$ cat config.mk
export PLATFORM = sky130hd
export DESIGN_NAME = single_bit_unit
export DESIGN_NICKNAME = d
export VERILOG_FILES = /design/src/rtl/sbit_pkg.sv /design/src/rtl/sbit_index_sel.sv /design/src/rtl/sbit_mask_dec.sv /design/src/rtl/sbit_apply.sv /design/src/rtl/single_bit_unit.sv
export SDC_FILE = /design/constraint.sdc
export NUM_CORES = 1
export LEC_CHECK = 0
export BUFFER_PORTS_ARGS = -buffer_cell sky130_fd_sc_hd__clkbuf_2
export CAP_MARGIN = 20
export CORE_UTILIZATION = 52
export DETAILED_ROUTE_END_ITERATION = 8
export PLACE_DENSITY = 0.81
export SYNTH_ARGS = -nofsm -noshare
export SYNTH_HDL_FRONTEND = slang
export SYNTH_HIERARCHICAL = 1
export SYNTH_SLANG_ARGS = --single-unit
$ cat constraint.sdc
create_clock -name vclk -period 3.9
set_clock_uncertainty 0.15 [all_clocks]
set_input_delay 0.195 -clock vclk [all_inputs]
set_output_delay 0.195 -clock vclk [all_outputs]
set_load 0.05 [all_outputs]
$ cat src/rtl/sbit_pkg.sv
package sbit_pkg;
  localparam int SB_IMM_W = 6;

  typedef enum logic [1:0] {
    SB_SET = 2'b00,
    SB_CLR = 2'b01,
    SB_INV = 2'b10,
    SB_EXT = 2'b11
  } sbit_op_e;
endpackage

$ cat src/rtl/sbit_index_sel.sv
module sbit_index_sel #(
  parameter int XLEN = 64,
  parameter int IDXW = $clog2(XLEN)
) (
  input  logic [XLEN-1:0]              index_reg,
  input  logic [sbit_pkg::SB_IMM_W-1:0] index_imm,
  input  logic                          use_imm,
  output logic [IDXW-1:0]               idx,
  output logic                          imm_bad
);
  logic unused_reg_hi;
  assign unused_reg_hi = ^index_reg[XLEN-1:IDXW];

  function automatic logic [IDXW-1:0] pick(input logic [XLEN-1:0] r,
                                           input logic [sbit_pkg::SB_IMM_W-1:0] m,
                                           input logic sel);
    return sel ? m[IDXW-1:0] : r[IDXW-1:0];
  endfunction

  assign idx = pick(index_reg, index_imm, use_imm);

  generate
    if (IDXW < sbit_pkg::SB_IMM_W) begin : g_narrow
      assign imm_bad = use_imm & (|index_imm[sbit_pkg::SB_IMM_W-1:IDXW]);
    end else begin : g_wide
      assign imm_bad = 1'b0;
    end
  endgenerate
endmodule

$ cat src/rtl/sbit_mask_dec.sv
module sbit_mask_dec #(
  parameter int XLEN = 64,
  parameter int IDXW = $clog2(XLEN)
) (
  input  logic [IDXW-1:0] idx,
  output logic [XLEN-1:0] mask
);
  generate
    for (genvar b = 0; b < XLEN; b++) begin : g_bit
      assign mask[b] = (idx == IDXW'(b));
    end
  endgenerate
endmodule

$ cat src/rtl/sbit_apply.sv
module sbit_apply #(
  parameter int XLEN = 64
) (
  input  logic [XLEN-1:0]      operand,
  input  logic [XLEN-1:0]      mask,
  input  sbit_pkg::sbit_op_e   op,
  output logic [XLEN-1:0]      result,
  output logic                 picked
);
  import sbit_pkg::*;

  function automatic logic bit_rule(input logic v, input logic hit, input sbit_op_e o);
    case (o)
      SB_SET:  return v | hit;
      SB_CLR:  return v & ~hit;
      SB_INV:  return v ^ hit;
      default: return 1'b0;
    endcase
  endfunction

  assign picked = |(operand & mask);

  generate
    for (genvar b = 0; b < XLEN; b++) begin : g_lane
      if (b == 0) begin : g_low
        assign result[b] = (op == SB_EXT) ? picked : bit_rule(operand[b], mask[b], op);
      end else begin : g_high
        assign result[b] = bit_rule(operand[b], mask[b], op);
      end
    end
  endgenerate
endmodule

$ cat src/rtl/single_bit_unit.sv
module single_bit_unit #(
  parameter int XLEN = 64
) (
  input  logic [XLEN-1:0]              operand_in,
  input  logic [XLEN-1:0]              index_reg,
  input  logic [sbit_pkg::SB_IMM_W-1:0] index_imm,
  input  logic                          use_imm,
  input  logic [1:0]                    op_sel,
  output logic [XLEN-1:0]               result_out,
  output logic                          imm_illegal
);
  localparam int IDXW = $clog2(XLEN);

  logic [IDXW-1:0]    idx_w;
  logic [XLEN-1:0]    mask_w;
  logic               picked_w;
  sbit_pkg::sbit_op_e op_w;

  assign op_w = sbit_pkg::sbit_op_e'(op_sel);

  sbit_index_sel #(.XLEN(XLEN), .IDXW(IDXW)) u_sel (
    .index_reg (index_reg),
    .index_imm (index_imm),
    .use_imm   (use_imm),
    .idx       (idx_w),
    .imm_bad   (imm_illegal)
  );

  sbit_mask_dec #(.XLEN(XLEN), .IDXW(IDXW)) u_dec (
    .idx  (idx_w),
    .mask (mask_w)
  );

  sbit_apply #(.XLEN(XLEN)) u_apply (
    .operand (operand_in),
    .mask    (mask_w),
    .op      (op_w),
    .result  (result_out),
    .picked  (picked_w)
  );
endmodule

==> summary.txt <==
STA
  • Hold Fails Final Rpt: 0
  • Worst slew pin tran: between 1 and 1.5 ns
  • Post-layout min period: 3.630 ns
  • RSZ-0062 raised after global routing: false
  • Final period util: 0.9307
  • FMAX: between 200 and 300 MHz
  • Relative slew margins: 0.3203
  • Final Max Slew Viols: 0
  • Setup TNS: 0 ns
  • Final setup vio count: 0

Layout
  • Commonest non-fill, non-tap cell in the layout: ha_1
  • Ant. Diodes: 0
  • Clock buf count: 0
  • Seq_cells: 0
  • Nets: 1170
  • Most frequent cells in the layout: 192 x ha_1, 147 x inv_1, 142 x clkbuf_2, 109 x nor2_1, 64 x nand2_1
  • Final core occ: 0.6208
  • Non-filler instance count after layout: 950
  • Area growth from synthesis to final layout: 15.96%
  • Register Area: 0 µm²
  • Layout cells sized above 1: 0.1943

Global routing
  • Largest net degree at the start of global routing: 93
  • First-pass GRT wire length: 19.62 mm
  • Initial antenna violation count: 0
  • Busiest grt layer: met2
  • Aggregate global-route resource usage: 0.2351
  • Grt met2 use: 0.4204
  • Grt ovf: 0
  • Met3 Usage GRT: 0.009838
  • Vias in the first global route: around 4300
  • Met1 usage: 0.3208

Yosys
  • Seq/Total Area, Yosys: 0
  • Syn Area/Cell: 6.782 µm²
  • Cell taking the most area after synthesis: ha_1
  • Cells after Synth: around 730
  • Synthesized area: ~0.005 mm²
  • Net Count, Synth: 1055
  • Yosys warning count: 6
  • Synth cell types: 26
  • Share of the synthesized area in the top cell type: 0.4879
  • Synth area leaders: ha_1 49%, inv_1 11%, nor2_1 8.3%, o21ai_0 6.4%, nand2_1 4.9%

Placement
  • Placed insts: 950
  • HPWL Detailed: 9.350 mm
  • GPL Wtd Cong: 0.7647
  • IO Port Bufs: 143

Pwr
  • Total power: 0.6512 mW
  • Pwr dens: 114.1 mW/mm²
  • Worst vdd ir: approximately 0.000082 V
  • Static leakage: ~3.2 nW

Worst setup path
  • Critical setup path kind: in2out
  • Worst path required time: between 3 and 4 ns
  • Max FO, Critical Path: 16
  • Crit. End Element: output pin
  • Arrival @ worst endpoint: 3.28 ns
  • Critical path launch point type: primary input

Route
  • Number of remaining DRC errors: 0
  • Drt first pass iters: 5
  • DR vias: 4750
  • Overall routed net length: 11.76 mm
  • Detailed router's first-iteration violation count: approximately 190
  • Mean number of vias per cell: about 5
  • Antenna viol nets, final: 0
  • Routed WL per cell: 12.37 µm

Die
  • Die W: 99.31 µm
  • I/O pins: a little over 200
  • Core ar.: ~0.0092 mm²
  • Die Ht: 99.31 µm
  • # rows: 35
  • Initial Util: 0.5354
  • Die area: 0.009861 mm²

Run status
  • Outcome: finished clean

Hold path
  • Hold Crit Class: in2out
  • Hold Path End: result_out[5]
  • Hold path cells: 5
  • HP Start: operand_in[5]

Clock network
  • Setup Fix Bufs, Post-CTS: 0
  • Cts hold-fix bufs: 0
  • Resized cells post-CTS: 0

Flow run
  • Maxcap violations: 0
stage by stage:
| step | area, µm² | hold WS [ns] | setup WS (ns) |
|---|---|---|---|
| finish | 5709 | 0.8509 | 0.2704 |
| global route | 5709 | 0.8886 | 0.1711 |
| CTS | 5709 | 0.8536 | 0.2900 |
| detailed placement | 5709 | 0.8509 | 0.2909 |
| global placement | 5709 | 0.8505 | 0.3393 |
| floorplan | 4923 | 0.7569 | 0.5858 |
power breakdown:
| group | internal (mW) | switching (mW) | total, mW |
|---|---|---|---|
| clock network | 0 | 0 | 0 |
| logic | 0.191 | 0.460 | 0.651 |
| registers | 0 | 0 | 0 |
worst max-delay path, cell delays in order:
cell and delay, ns:
clkbuf_2 0.20, mux2_4 0.42, or4b_1 0.25, nor2_1 0.07
ha_1 0.22, nor4_1 0.50, nand4_1 0.15, or4_4 0.54
mux4_2 0.48, clkbuf_2 0.26
how the worst max path moves through the flow:
stage            start  slack, ns             to
2_1_floorplan  use_imm       0.59  result_out[1]
3_3_place_gp   use_imm       0.34  result_out[0]
3_5_place_dp   use_imm       0.29  result_out[0]
4_1_cts        use_imm       0.29  result_out[0]
5_1_grt        use_imm       0.17  result_out[0]
6_report       use_imm       0.27  result_out[0]
cell usage after synthesis:
cell and instances:
mux4_2 1, or4_1 1, mux2i_1 18, conb_1 1, or4b_1 4, ha_1 192
buf_2 1, buf_1 2, nor4_1 15, buf_6 1, nand4b_1 4, inv_1 147
nand4_1 5, or2_2 1, a21oi_1 45, nor2_1 109, or4_4 1, nand4bb_1 6
mux2_4 6, nor4_2 1, nand2b_1 2, nand2_1 64, buf_4 1, clkbuf_1 34
o21ai_0 63, nor2b_1 1
layer usage:
metal | wire length, µm | part of all wire
met3 | 572 | 0.049
met4 | 108 | 0.0092
met5 | 0 | 0
met2 | 5516 | 0.47
met1 | 5558 | 0.47
final cells by class:
cell class	count	area, µm²
repair buffers	152	798.3
fillers	873	3487
well taps	111	138.9
inverters	147	551.8
multi-input cells	540	4220
kinds of logic (layout without fill, tap and decap cells):
kind of cell	Yosys count	after routing	synth area share
simple gates	214	214	0.1977
fa+ha+maj	192	192	0.4879
buf+inv	186	299	0.1443
compound gates	108	108	0.1098
mux	25	25	0.05947
other cells	1	1	0.0007617
(Power assumes the default switching activity.)
